===== config.mk =====
export PLATFORM = sky130hd
export DESIGN_NAME = adc_seq_ctl
export DESIGN_NICKNAME = d
export VERILOG_FILES = /design/src/rtl/adc_seq_pkg.sv /design/src/rtl/adc_seq_clkdiv.sv /design/src/rtl/adc_seq_trig.sv /design/src/rtl/adc_seq_fsm.sv /design/src/rtl/adc_seq_ctl.sv
export SDC_FILE = /design/constraint.sdc
export NUM_CORES = 1
export LEC_CHECK = 0
export BUFFER_PORTS_ARGS = -buffer_cell sky130_fd_sc_hd__buf_2
export CAP_MARGIN = 20
export CORE_ASPECT_RATIO = 1.4
export CORE_MARGIN = 2
export CORE_UTILIZATION = 50
export CTS_CLUSTER_SIZE = 24
export DETAILED_ROUTE_END_ITERATION = 6
export HOLD_SLACK_MARGIN = 0.05
export PLACE_DENSITY = 0.71
export RECOVER_POWER = 50
export SLEW_MARGIN = 20
export SYNTH_ARGS = -nofsm -noshare
export SYNTH_HDL_FRONTEND = slang
export SYNTH_SLANG_ARGS = --single-unit

===== constraint.sdc =====
create_clock -name clk -period 1.6 [get_ports clk]
set_input_delay 0 -clock clk [delete_from_list [all_inputs] [get_ports clk]]
set_output_delay 0 -clock clk [all_outputs]
set_load 0.02 [all_outputs]

===== src/rtl/adc_seq_pkg.sv =====
package adc_seq_pkg;

  typedef enum logic [1:0] {
    ST_IDLE = 2'd0,
    ST_SAMP = 2'd1,
    ST_CONV = 2'd2,
    ST_WAIT = 2'd3
  } seq_state_e;

  // sample window length in conversion-clock cycles for a 4-bit code
  function automatic int unsigned samp_ticks(input logic [3:0] code);
    int c;
    c = int'(code);
    if (c < 5)        return 32'd4 << c;
    else if (c >= 12) return 32'd1024;
    else if (code[0]) return 32'd3 << ((c + 5) / 2);
    else              return 32'd1 << ((c + 8) / 2);
  endfunction

endpackage


===== src/rtl/adc_seq_clkdiv.sv =====
module adc_seq_clkdiv #(
  parameter int SEL_W = 2,
  parameter int DIV_W = 3
) (
  input  logic                    clk,
  input  logic                    rst_n,
  input  logic [(1<<SEL_W)-1:0]   src_tick,
  input  logic [SEL_W-1:0]        clk_sel,
  input  logic [DIV_W-1:0]        clk_div,
  output logic                    cclk_en
);

  logic             sel_tick;
  logic             terminal;
  logic [DIV_W-1:0] div_q, div_d;

  assign sel_tick = src_tick[clk_sel];
  assign terminal = (div_q >= clk_div);
  assign cclk_en  = sel_tick && terminal;

  always_comb begin
    div_d = div_q;
    if (sel_tick) div_d = terminal ? '0 : div_q + 1'b1;
  end

  always_ff @(posedge clk or negedge rst_n) begin
    if (!rst_n) div_q <= '0;
    else        div_q <= div_d;
  end


  div_gap_chk: assert property (@(posedge clk) disable iff (!rst_n)
    (cclk_en && clk_div != '0) |=> (!cclk_en || clk_div == '0));

endmodule


===== src/rtl/adc_seq_trig.sv =====
module adc_seq_trig #(
  parameter int SEL_W = 2
) (
  input  logic                  clk,
  input  logic                  rst_n,
  input  logic                  cclk_en,
  input  logic [(1<<SEL_W)-1:0] trig_in,
  input  logic [SEL_W-1:0]      trig_sel,
  input  logic                  trig_inv,
  output logic                  shi_lvl,
  output logic                  shi_rise
);

  logic raw;
  logic sync_q, sync_d;
  logic prev_q, prev_d;

  assign raw = trig_in[trig_sel] ^ trig_inv;

  always_comb begin
    sync_d = sync_q;
    prev_d = prev_q;
    if (cclk_en) begin
      sync_d = raw;
      prev_d = sync_q;
    end
  end

  always_ff @(posedge clk or negedge rst_n) begin
    if (!rst_n) begin
      sync_q <= 1'b0;
      prev_q <= 1'b0;
    end else begin
      sync_q <= sync_d;
      prev_q <= prev_d;
    end
  end

  assign shi_lvl  = sync_q;
  assign shi_rise = sync_q & ~prev_q;

endmodule


===== src/rtl/adc_seq_fsm.sv =====
module adc_seq_fsm
  import adc_seq_pkg::*;
#(
  parameter int SEQ_W       = 4,
  parameter int CODE_W      = 4,
  parameter int CONV_CYCLES = 13,
  parameter int SCNT_W      = 10
) (
  input  logic              clk,
  input  logic              rst_n,
  input  logic              cclk_en,
  input  logic              shi_lvl,
  input  logic              shi_rise,
  input  logic              enable,
  input  logic              pulse_mode,
  input  logic              multi_conv,
  input  logic [1:0]        seq_mode,
  input  logic [SEQ_W-1:0]  seq_len,
  input  logic [CODE_W-1:0] samp_code,
  output logic              sampcon,
  output logic              conv_start,
  output logic              busy
);

  localparam int CCNT_W = $clog2(CONV_CYCLES);
  localparam logic [CCNT_W-1:0] CONV_LD = CCNT_W'(CONV_CYCLES - 1);

  seq_state_e        state_q, state_d;
  logic [SCNT_W-1:0] stim_q, stim_d;
  logic [CCNT_W-1:0] ctim_q, ctim_d;
  logic [SEQ_W-1:0]  seq_q, seq_d;
  logic              cstart_q, cstart_d;

  logic [SCNT_W-1:0] samp_ld;
  logic              auto_go, seq_last, go_on, samp_end;

  assign samp_ld  = SCNT_W'(samp_ticks(4'(samp_code)) - 1);
  // seq_mode bit 0: multi-conversion sequence, bit 1: repeat
  assign auto_go  = pulse_mode && multi_conv && (seq_mode != 2'd0);
  assign seq_last = !seq_mode[0] || (seq_q == seq_len);
  assign go_on    = seq_last ? (seq_mode[1] && enable) : enable;
  assign samp_end = pulse_mode ? (stim_q == '0) : !shi_lvl;

  always_comb begin
    state_d  = state_q;
    stim_d   = stim_q;
    ctim_d   = ctim_q;
    seq_d    = seq_q;
    cstart_d = 1'b0;
    if (cclk_en) begin
      case (state_q)
        ST_IDLE: begin
          if (enable && shi_rise) begin
            state_d = ST_SAMP;
            stim_d  = samp_ld;
            seq_d   = '0;
          end
        end
        ST_WAIT: begin
          if (!enable) begin
            state_d = ST_IDLE;
          end else if (shi_rise) begin
            state_d = ST_SAMP;
            stim_d  = samp_ld;
          end
        end
        ST_SAMP: begin
          if (samp_end) begin
            state_d  = ST_CONV;
            ctim_d   = CONV_LD;
            cstart_d = 1'b1;
          end else if (pulse_mode) begin
            stim_d = stim_q - 1'b1;
          end
        end
        default: begin
          if (ctim_q != '0) begin
            ctim_d = ctim_q - 1'b1;
          end else begin
            seq_d = seq_last ? '0 : seq_q + 1'b1;
            if (go_on) begin
              state_d = auto_go ? ST_SAMP : ST_WAIT;
              stim_d  = samp_ld;
            end else begin
              state_d = ST_IDLE;
            end
          end
        end
      endcase
    end
  end

  always_ff @(posedge clk or negedge rst_n) begin
    if (!rst_n) begin
      state_q  <= ST_IDLE;
      stim_q   <= '0;
      ctim_q   <= '0;
      seq_q    <= '0;
      cstart_q <= 1'b0;
    end else begin
      state_q  <= state_d;
      stim_q   <= stim_d;
      ctim_q   <= ctim_d;
      seq_q    <= seq_d;
      cstart_q <= cstart_d;
    end
  end

  assign sampcon    = (state_q == ST_SAMP);
  assign busy       = (state_q != ST_IDLE);
  assign conv_start = cstart_q;


  fall_starts_conv_chk: assert property (@(posedge clk) disable iff (!rst_n)
    $fell(sampcon) |-> conv_start);


  start_one_cycle_chk: assert property (@(posedge clk) disable iff (!rst_n)
    conv_start |=> !conv_start);


  start_while_busy_chk: assert property (@(posedge clk) disable iff (!rst_n)
    conv_start |-> (busy && !sampcon));


  idle_hold_chk: assert property (@(posedge clk) disable iff (!rst_n)
    (!busy && !enable) |=> !sampcon);

endmodule


===== src/rtl/adc_seq_ctl.sv =====
module adc_seq_ctl #(
  parameter int SEL_W       = 2,
  parameter int DIV_W       = 3,
  parameter int CODE_W      = 4,
  parameter int SEQ_W       = 4,
  parameter int CONV_CYCLES = 13,
  parameter int SCNT_W      = 10
) (
  input  logic                  clk,
  input  logic                  rst_n,
  input  logic [(1<<SEL_W)-1:0] clk_src_tick,
  input  logic [SEL_W-1:0]      clk_sel,
  input  logic [DIV_W-1:0]      clk_div,
  input  logic                  sw_start,
  input  logic [(1<<SEL_W)-2:0] tmr_trig,
  input  logic [SEL_W-1:0]      trig_sel,
  input  logic                  trig_inv,
  input  logic                  pulse_mode,
  input  logic [CODE_W-1:0]     samp_code,
  input  logic                  multi_conv,
  input  logic [1:0]            seq_mode,
  input  logic [SEQ_W-1:0]      seq_len,
  input  logic                  enable,
  output logic                  sampcon,
  output logic                  conv_start,
  output logic                  busy
);

  logic [1:0] rsync_q;
  logic       rst_int_n;
  logic       cclk_en;
  logic       shi_lvl, shi_rise;

  // asynchronous assertion, synchronous release
  always_ff @(posedge clk or negedge rst_n) begin
    if (!rst_n) rsync_q <= 2'b00;
    else        rsync_q <= {rsync_q[0], 1'b1};
  end
  assign rst_int_n = rsync_q[1];

  adc_seq_clkdiv #(.SEL_W(SEL_W), .DIV_W(DIV_W)) u_clkdiv (
    .clk      (clk),
    .rst_n    (rst_int_n),
    .src_tick (clk_src_tick),
    .clk_sel  (clk_sel),
    .clk_div  (clk_div),
    .cclk_en  (cclk_en)
  );

  adc_seq_trig #(.SEL_W(SEL_W)) u_trig (
    .clk      (clk),
    .rst_n    (rst_int_n),
    .cclk_en  (cclk_en),
    .trig_in  ({tmr_trig, sw_start}),
    .trig_sel (trig_sel),
    .trig_inv (trig_inv),
    .shi_lvl  (shi_lvl),
    .shi_rise (shi_rise)
  );

  adc_seq_fsm #(
    .SEQ_W       (SEQ_W),
    .CODE_W      (CODE_W),
    .CONV_CYCLES (CONV_CYCLES),
    .SCNT_W      (SCNT_W)
  ) u_fsm (
    .clk        (clk),
    .rst_n      (rst_int_n),
    .cclk_en    (cclk_en),
    .shi_lvl    (shi_lvl),
    .shi_rise   (shi_rise),
    .enable     (enable),
    .pulse_mode (pulse_mode),
    .multi_conv (multi_conv),
    .seq_mode   (seq_mode),
    .seq_len    (seq_len),
    .samp_code  (samp_code),
    .sampcon    (sampcon),
    .conv_start (conv_start),
    .busy       (busy)
  );

endmodule


==> results of run 1 <==
## final timing paths
check / start / endpoint / slack, ns / cells after the start
min reg2reg: rsync_q[0] / rsync_q[1] / 0.37 / 0
max in group asynchronous: rsync_q[1] / u_fsm.seq_q[0] / 0.75 / 1
max: u_fsm.state_q[1] / u_fsm.stim_q[4] / -0.84 / 8
min: trig_sel[1] / u_trig.shi_lvl / 0.22 / 4
min in group asynchronous: rsync_q[1] / u_fsm.state_q[1] / 0.39 / 1
max reg2reg: u_fsm.state_q[1] / u_fsm.stim_q[4] / -0.84 / 8
## area by class of cell
class,count,area share
clock inverters,1,0.00789
multi-input cells,216,0.486
well taps,62,0.0204
repair buffers,138,0.270
clock buffers,3,0.0108
inverters,21,0.0214
flip-flops and latches,28,0.184
## power by group
group	leakage (nW)	internal (mW)	switching, mW
logic	1.40	2.34	2.11
clock network	0.0357	0.336	0.257
registers	0.341	0.966	0.228
## per-layer routing
metal,routed length [um],up-vias,track usage
li1,-,1288,-
met1,3250,1359,0.283
met2,5000,127,0.614
met3,368,61,0.0249
met4,690,0,0.184
met5,0,-,0
## stage by stage
| step | TNS (ns) | instances | cell area [um^2] | power [mW] | hold WS [ns] |
|---|---|---|---|---|---|
| after floorplan | -7.04 | 275 | 2510 | 3.08 | -0.296 |
| after global placement | -8.78 | 444 | 3320 | 4.31 | -0.215 |
| after detailed placement | -10.18 | 444 | 3320 | 4.43 | -0.213 |
| after CTS | -10.12 | 462 | 3640 | 5.54 | 0.192 |
| after global routing | -15.15 | 469 | 3810 | 6.57 | 0.242 |
| final | -13.80 | 469 | 3810 | 6.23 | 0.224 |
## worst max-delay path, delay by kind of cell (launching register included)
| family | cells | cell delay (ns) |
|---|---|---|
| buf+inv | 4 | 0.72 |
| flops | 1 | 0.42 |
| compound gates | 2 | 0.70 |
| mux | 1 | 0.29 |
| fa+ha+maj | 1 | 0.20 |
## cell families (layout without fill, tap and decap cells)
logic type | after synthesis | after routing | share of synthesized area
muxes | 10 | 10 | 0.0541
and+or+nand+nor | 96 | 96 | 0.228
AOI/OAI and AO/OA | 80 | 80 | 0.233
other | 1 | 1 | 0.00156
xor gates and xnor gates | 10 | 10 | 0.0364
adders and majority gates | 19 | 19 | 0.0988
buffers and inverters | 31 | 163 | 0.0567
DFF | 28 | 28 | 0.291
## timing repair
action | 4_1_cts | 5_1_grt
hold endpoints to repair | 3 | 0
gates resized for setup | 32 | 28
buffers inserted | 11 | 8
endpoints found under the setup margin | 26 | 26
hold buffers | 3 | 0
pin swaps | 22 | 16
## Yosys cell counts, drive strengths merged, types with 2 or more instances
| library cell | count |
|---|---|
| o22ai | 2 |
| nand3 | 7 |
| nor4 | 2 |
| o41ai | 2 |
| a311oi | 2 |
| a2bb2oi | 4 |
| o2111ai | 5 |
| inv | 21 |
| a211o | 2 |
| or2 | 3 |
| ha | 19 |
| mux2i | 4 |
| a21o | 4 |
| nand2 | 19 |
| nand2b | 9 |
| a221o | 2 |
| and2 | 5 |
| mux4 | 2 |
| or4 | 2 |
| o21ai | 19 |
| nand4 | 4 |
| o211ai | 4 |
| dfrtp | 28 |
| nor3 | 5 |
| xor2 | 6 |
| a211oi | 2 |
| or4b | 2 |
| a32oi | 2 |
| nor4b | 4 |
| or3b | 2 |
| a31oi | 9 |
| or3 | 2 |
| mux2 | 4 |
| buf | 9 |
| xnor2 | 4 |
| nor3b | 4 |
| a21oi | 11 |
| nor2 | 18 |
## sequential cells by signal, summed over array words and instances (netlist names)
| name | count |
|---|---|
| rsync_q | 2 |
| u_fsm.ctim_q | 4 |
| u_trig.shi_lvl | 1 |
| u_trig.prev_q | 1 |
| u_fsm.seq_q | 4 |
| u_fsm.state_q | 2 |
| u_clkdiv.div_q | 3 |
| u_fsm.conv_start | 1 |
| u_fsm.stim_q | 10 |
==> out/qor.txt, run 1 <==
library cells used by synthesis - 65
Required @ worst endpoint - 1.78 ns
clk_lat worst skew - 0.29 ns
Vias/cell - 6.04
Synth Flop Type - dfrtp_1
initial antenna violation count - 0
total clock sinks - 28
CP max-delay cell - a311oi_4
routed wire length - 9320 um
Fmax - 0.410 GHz
first-pass GRT wire length - 12800 um
DR iter-0 viols - 259
ys async rst share - 1.00
Synth Area per Inst - 8.75 um^2
leading area contributor after synthesis - dfrtp_1
vias - 2835
flops & latches, synth - 28
port bufs - 33
kind of critical path - reg2reg
MaxCap Viol Count - 0
Slew headroom - 0.520
most common cell after layout, fill and taps aside - buf_4
area of the core - 0.00457 mm^2
vias in the first global route - 2869
Final Cycle Share - 1.53
Max clock buf depth - 2
gp weighted congestion - 0.882
endpoints failing setup - 26
Reg clk slew, reported paths - 0.11 ns
remaining antenna violation count - 0
Critical Path AT - 2.62 ns
failing checks - setup timing
Mapped Cells - 275
Final min period - 2.44 ns
largest net degree at the start of global routing - 27
total CTS buffers - 3
worst vdd ir - 784 uV
Post-synth EDFFs - 0
clk root buf - clkbuf_8
PD cells - 1640 mW/mm^2
clock tree from TritonCTS - done
GRT Total Usage - 0.301
antenna cells - 0
DRC - 0
post-synth net total - 325
critical path capture point type - flip-flop
DR WL/cell - 19.9 um
Final nets - 458
clock skew - 0.00601 ns
std cell rows - 29
Die H - 86.1 um
detailed-placement wirelength estimate - 5430 um
leading cell types in the layout, fill and taps excluded - 88 x buf_4, 32 x buf_2, 28 x dfrtp_1
fillers - 268
Post-Route Utilization - 0.833
area of the multi-input gates - 0.00185 mm^2
worst-path maximum fanout - 8
Setup WS pre-CTS - -0.686 ns
warnings from Yosys - 0
CP startpoint kind - flip-flop
Synth top area share - 0.291
First-pass DRT Iterations - 4
H-tree lvl count - 1
Initial Utilization - 0.526
mapped cell area - 0.00241 mm^2
run status - finished, violations left
Hold Path Class - in2reg
grt ovf - 0
worst-path cell chain - inv_2 > ha_4 > inv_1 > buf_4 > o21ai_0 > a311oi_4 > buf_12 > mux2_4
post-synthesis sequential area ratio - 0.291
register area - 701 um^2
RSZ-0062 raised after global routing - yes
die area - 0.00539 mm^2
Layout area overhead - 58.2%
io pins - 34
Critical Path Max Stage Delay - 0.46 ns
Slew Limit Fails - 0
worst-margin pin slew - 0.719 ns
synth top area cells - dfrtp_1 29%, ha_1 9.9%, o21ai_0 4.0%, inv_1 3.3%, nand2_1 3.0%
Die X - 62.6 um
final hold violations - 0
Leak - 1.78 nW
share of cells above drive strength 1 - 0.477
Final Worst Setup Slack - -0.841 ns
(Power assumes the default switching activity.)
==> run 2, diff against run 1 <==
--- a/config.mk
+++ b/config.mk
@@ -18,4 +18,5 @@
 export SLEW_MARGIN = 20
 export SYNTH_ARGS = -nofsm -noshare
 export SYNTH_HDL_FRONTEND = slang
+export SYNTH_HIERARCHICAL = 1
 export SYNTH_SLANG_ARGS = --single-unit
==> out/qor.txt, run 2 <==
Die H - 87.8 um (+2.0%)
Initial Utilization - 0.518 (-0.00793)
post-synthesis sequential area ratio - 0.279 (-0.0120)
Post-Route Utilization - 0.784 (-0.0488)
PD cells - 1710 mW/mm^2 (+4.5%)
DR iter-0 viols - 141 (-46%)
Placed Area - 0.00342 mm^2 (+3.2%)
Synth Area per Inst - 9.13 um^2 (+4.3%)
most used cell, CP - nor2b_4
Final Cycle Share - 1.56 (+0.0365)
Leak - 1.78 nW (+0.18%)
post-synth net total - 323 (-0.62%)
library cells used by synthesis - 70 (+7.7%)
total power - 6.49 mW (+4.2%)
clk root buf - clkbuf_8
Required @ worst endpoint - 1.78 ns (about the same)
kind of critical path - reg2reg
CP startpoint kind - flip-flop
Critical Path AT - 2.68 ns (+0.06 ns)
area of the core - 0.00484 mm^2 (+5.9%)
worst-path cell chain - inv_2 > ha_4 > nor2b_4 > o21a_1 > nor2b_4 > o21ai_2 > or3_4 > a221o_2 > buf_6 > mux2_2
max reg flops - 10 (unchanged)
Layout area overhead - 51.2%
worst-margin pin slew - 0.661 ns (-0.0580 ns)
H-tree lvl count - 1 (unchanged)
worst vdd ir - 765 uV (-2.4%)
first-pass GRT wire length - 12700 um (-1.2%)
std cell rows - 30 (+3.4%)
Slew headroom - 0.560 (+0.0397)
Slew Limit Fails - 0 (unchanged)
GRT Total Usage - 0.290 (-0.0110)
Synth Flop Type - dfrtp_1
initial antenna violation count - 0 (unchanged)
clk_lat worst skew - 0.28 ns (about the same)
final hold violations - 0 (unchanged)
routed wire length - 8570 um (-8.0%)
largest net degree at the start of global routing - 27 (unchanged)
MaxCap Viol Count - 0 (unchanged)
die area - 0.00561 mm^2 (+4.1%)
Critical Path Max Stage Delay - 0.40 ns (-0.06 ns)
total clock sinks - 28 (unchanged)
leading area contributor after synthesis - dfrtp_1
Final nets - 459 (+0.22%)
vias - 2748 (-3.1%)
Synth top cells by count - 28 x dfrtp_1, 20 x nand2_1, 20 x nor2_1
synth top area cells - dfrtp_1 28%, ha_1 8.5%, a21oi_1 3.0%, nand2_1 3.0%, nor2_1 3.0%
top-count cell post-synth - dfrtp_1
design area - 0.00379 mm^2 (-0.30%)
leading cell types in the layout, fill and taps excluded - 91 x buf_4, 33 x buf_2, 28 x dfrtp_1
biggest regs - u_fsm/stim_q: 10 flops, u_fsm/ctim_q: 4 flops, u_fsm/seq_q: 4 flops
flops & latches, synth - 28 (unchanged)
clock skew - 0.0114 ns (+0.00542 ns)
clock tree from TritonCTS - done
fillers - 324 (+21%)
Final Worst Setup Slack - -0.899 ns (-0.0584 ns)
worst-path maximum fanout - 6 (-2)
Final min period - 2.50 ns (+0.0584 ns)
share of cells above drive strength 1 - 0.490 (+0.0136)
most common cell after layout, fill and taps aside - buf_4
Vias/cell - 5.80 (-4.1%)
endpoints failing setup - 23 (-12%)
failing checks - setup timing
Reg clk slew, reported paths - 0.10 ns (about the same)
remaining antenna violation count - 0 (unchanged)
io pins - 34 (unchanged)
CP max-delay cell - dfrtp_1
Die X - 63.9 um (+2.0%)
warnings from Yosys - 6 (+6)
ys async rst share - 1.00 (unchanged)
vias in the first global route - 2750 (-4.1%)
port bufs - 33 (unchanged)
critical path capture point type - flip-flop
Post-synth EDFFs - 0 (unchanged)
DRC - 0 (unchanged)
run status - finished, violations left
DR WL/cell - 18.1 um (-9.0%)
Setup WS pre-CTS - -0.815 ns (-0.129 ns)
gp weighted congestion - 0.902 (+2.3%)
First-pass DRT Iterations - 4 (unchanged)
Synth top area share - 0.279 (-0.0120)
detailed-placement wirelength estimate - 5410 um (-0.51%)
RSZ-0062 raised after global routing - yes
Fmax - 0.400 GHz (-2.3%)
grt ovf - 0 (unchanged)
antenna cells - 0 (unchanged)
Mapped Cells - 275 (unchanged)
Hold Path Class - in2reg
Max clock buf depth - 2 (unchanged)
total CTS buffers - 3 (unchanged)
worst hold margin - 0.208 ns (-0.0164 ns)
Biggest register - u_fsm/stim_q
mapped cell area - 0.00251 mm^2 (+4.3%)
-- run 2: logic make-up after synthesis --
logic type / after synthesis / share of synthesized area
adders and majority gates: 17 / 0.0847
and+or+nand+nor: 97 / 0.228
xor gates and xnor gates: 10 / 0.0379
DFF: 28 / 0.279
other: 1 / 0.00149
buffers and inverters: 29 / 0.0543
AOI/OAI and AO/OA: 80 / 0.249
muxes: 13 / 0.0658
-- run 2: area by class of cell --
class	instances	area, um^2	area share
Clock buffer	4	55.1	0.0145
Inverter	19	75.1	0.0198
Multi-Input combinational cell	219	1850	0.487
Sequential cell	28	701	0.185
Tap cell	64	80.1	0.0211
Timing Repair Buffer	140	1040	0.273
-- run 2: worst paths after layout --
path | to | cells past startpoint | startpoint | slack, ns
max in group asynchronous | u_fsm/stim_q[4] | 1 | rsync_q[1] | 0.82
setup / recovery | u_fsm/stim_q[0] | 10 | u_clkdiv/div_q[0] | -0.90
hold / removal | u_fsm/state_q[1] | 6 | multi_conv | 0.21
min in group asynchronous | u_clkdiv/div_q[0] | 1 | rsync_q[1] | 0.35
hold reg to reg | u_clkdiv/div_q[0] | 1 | rsync_q[1] | 0.35
setup reg to reg | u_fsm/stim_q[0] | 10 | u_clkdiv/div_q[0] | -0.90
-- run 2: power breakdown --
part | switching (mW) | internal [mW]
combinational | 2.35 | 2.55
clock | 0.230 | 0.221
sequential | 0.176 | 0.968
total | 2.75 | 3.74
-- run 2: stage by stage --
| step | setup TNS (ns) | std cells |
|---|---|---|
| finish | -15.96 | 474 |
| global route | -17.54 | 474 |
| CTS | -12.64 | 469 |
| detailed placement | -12.39 | 451 |
| global placement | -11.49 | 451 |
| floorplan | -10.55 | 275 |
-- run 2: what timing repair did --
item / CTS / global route
endpoints found under the setup margin: 23 / 23
hold buffers: 3 / 0
gates resized for setup: 22 / 15
buffers inserted: 11 / 7
pin swaps: 11 / 4
endpoints found under the hold margin: 3 / 0
cloned: 1 / 0
-- run 2: routing by layer --
| layer | up-vias | routed length, um | GRT usage |
|---|---|---|---|
| met3 | 38 | 272 | 0.0193 |
| met5 | - | 0 | 0 |
| met1 | 1334 | 2980 | 0.281 |
| met4 | 0 | 457 | 0.130 |
| met2 | 88 | 4860 | 0.607 |
| li1 | 1288 | - | - |
-- run 2: critical path: cells and delay by family (launching register included) --
kind / cells / cell delay (ns)
compound gates: 3 / 0.68
simple gates: 3 / 0.55
buf+inv: 2 / 0.21
flops: 1 / 0.40
fa+ha+maj: 1 / 0.29
mux: 1 / 0.26
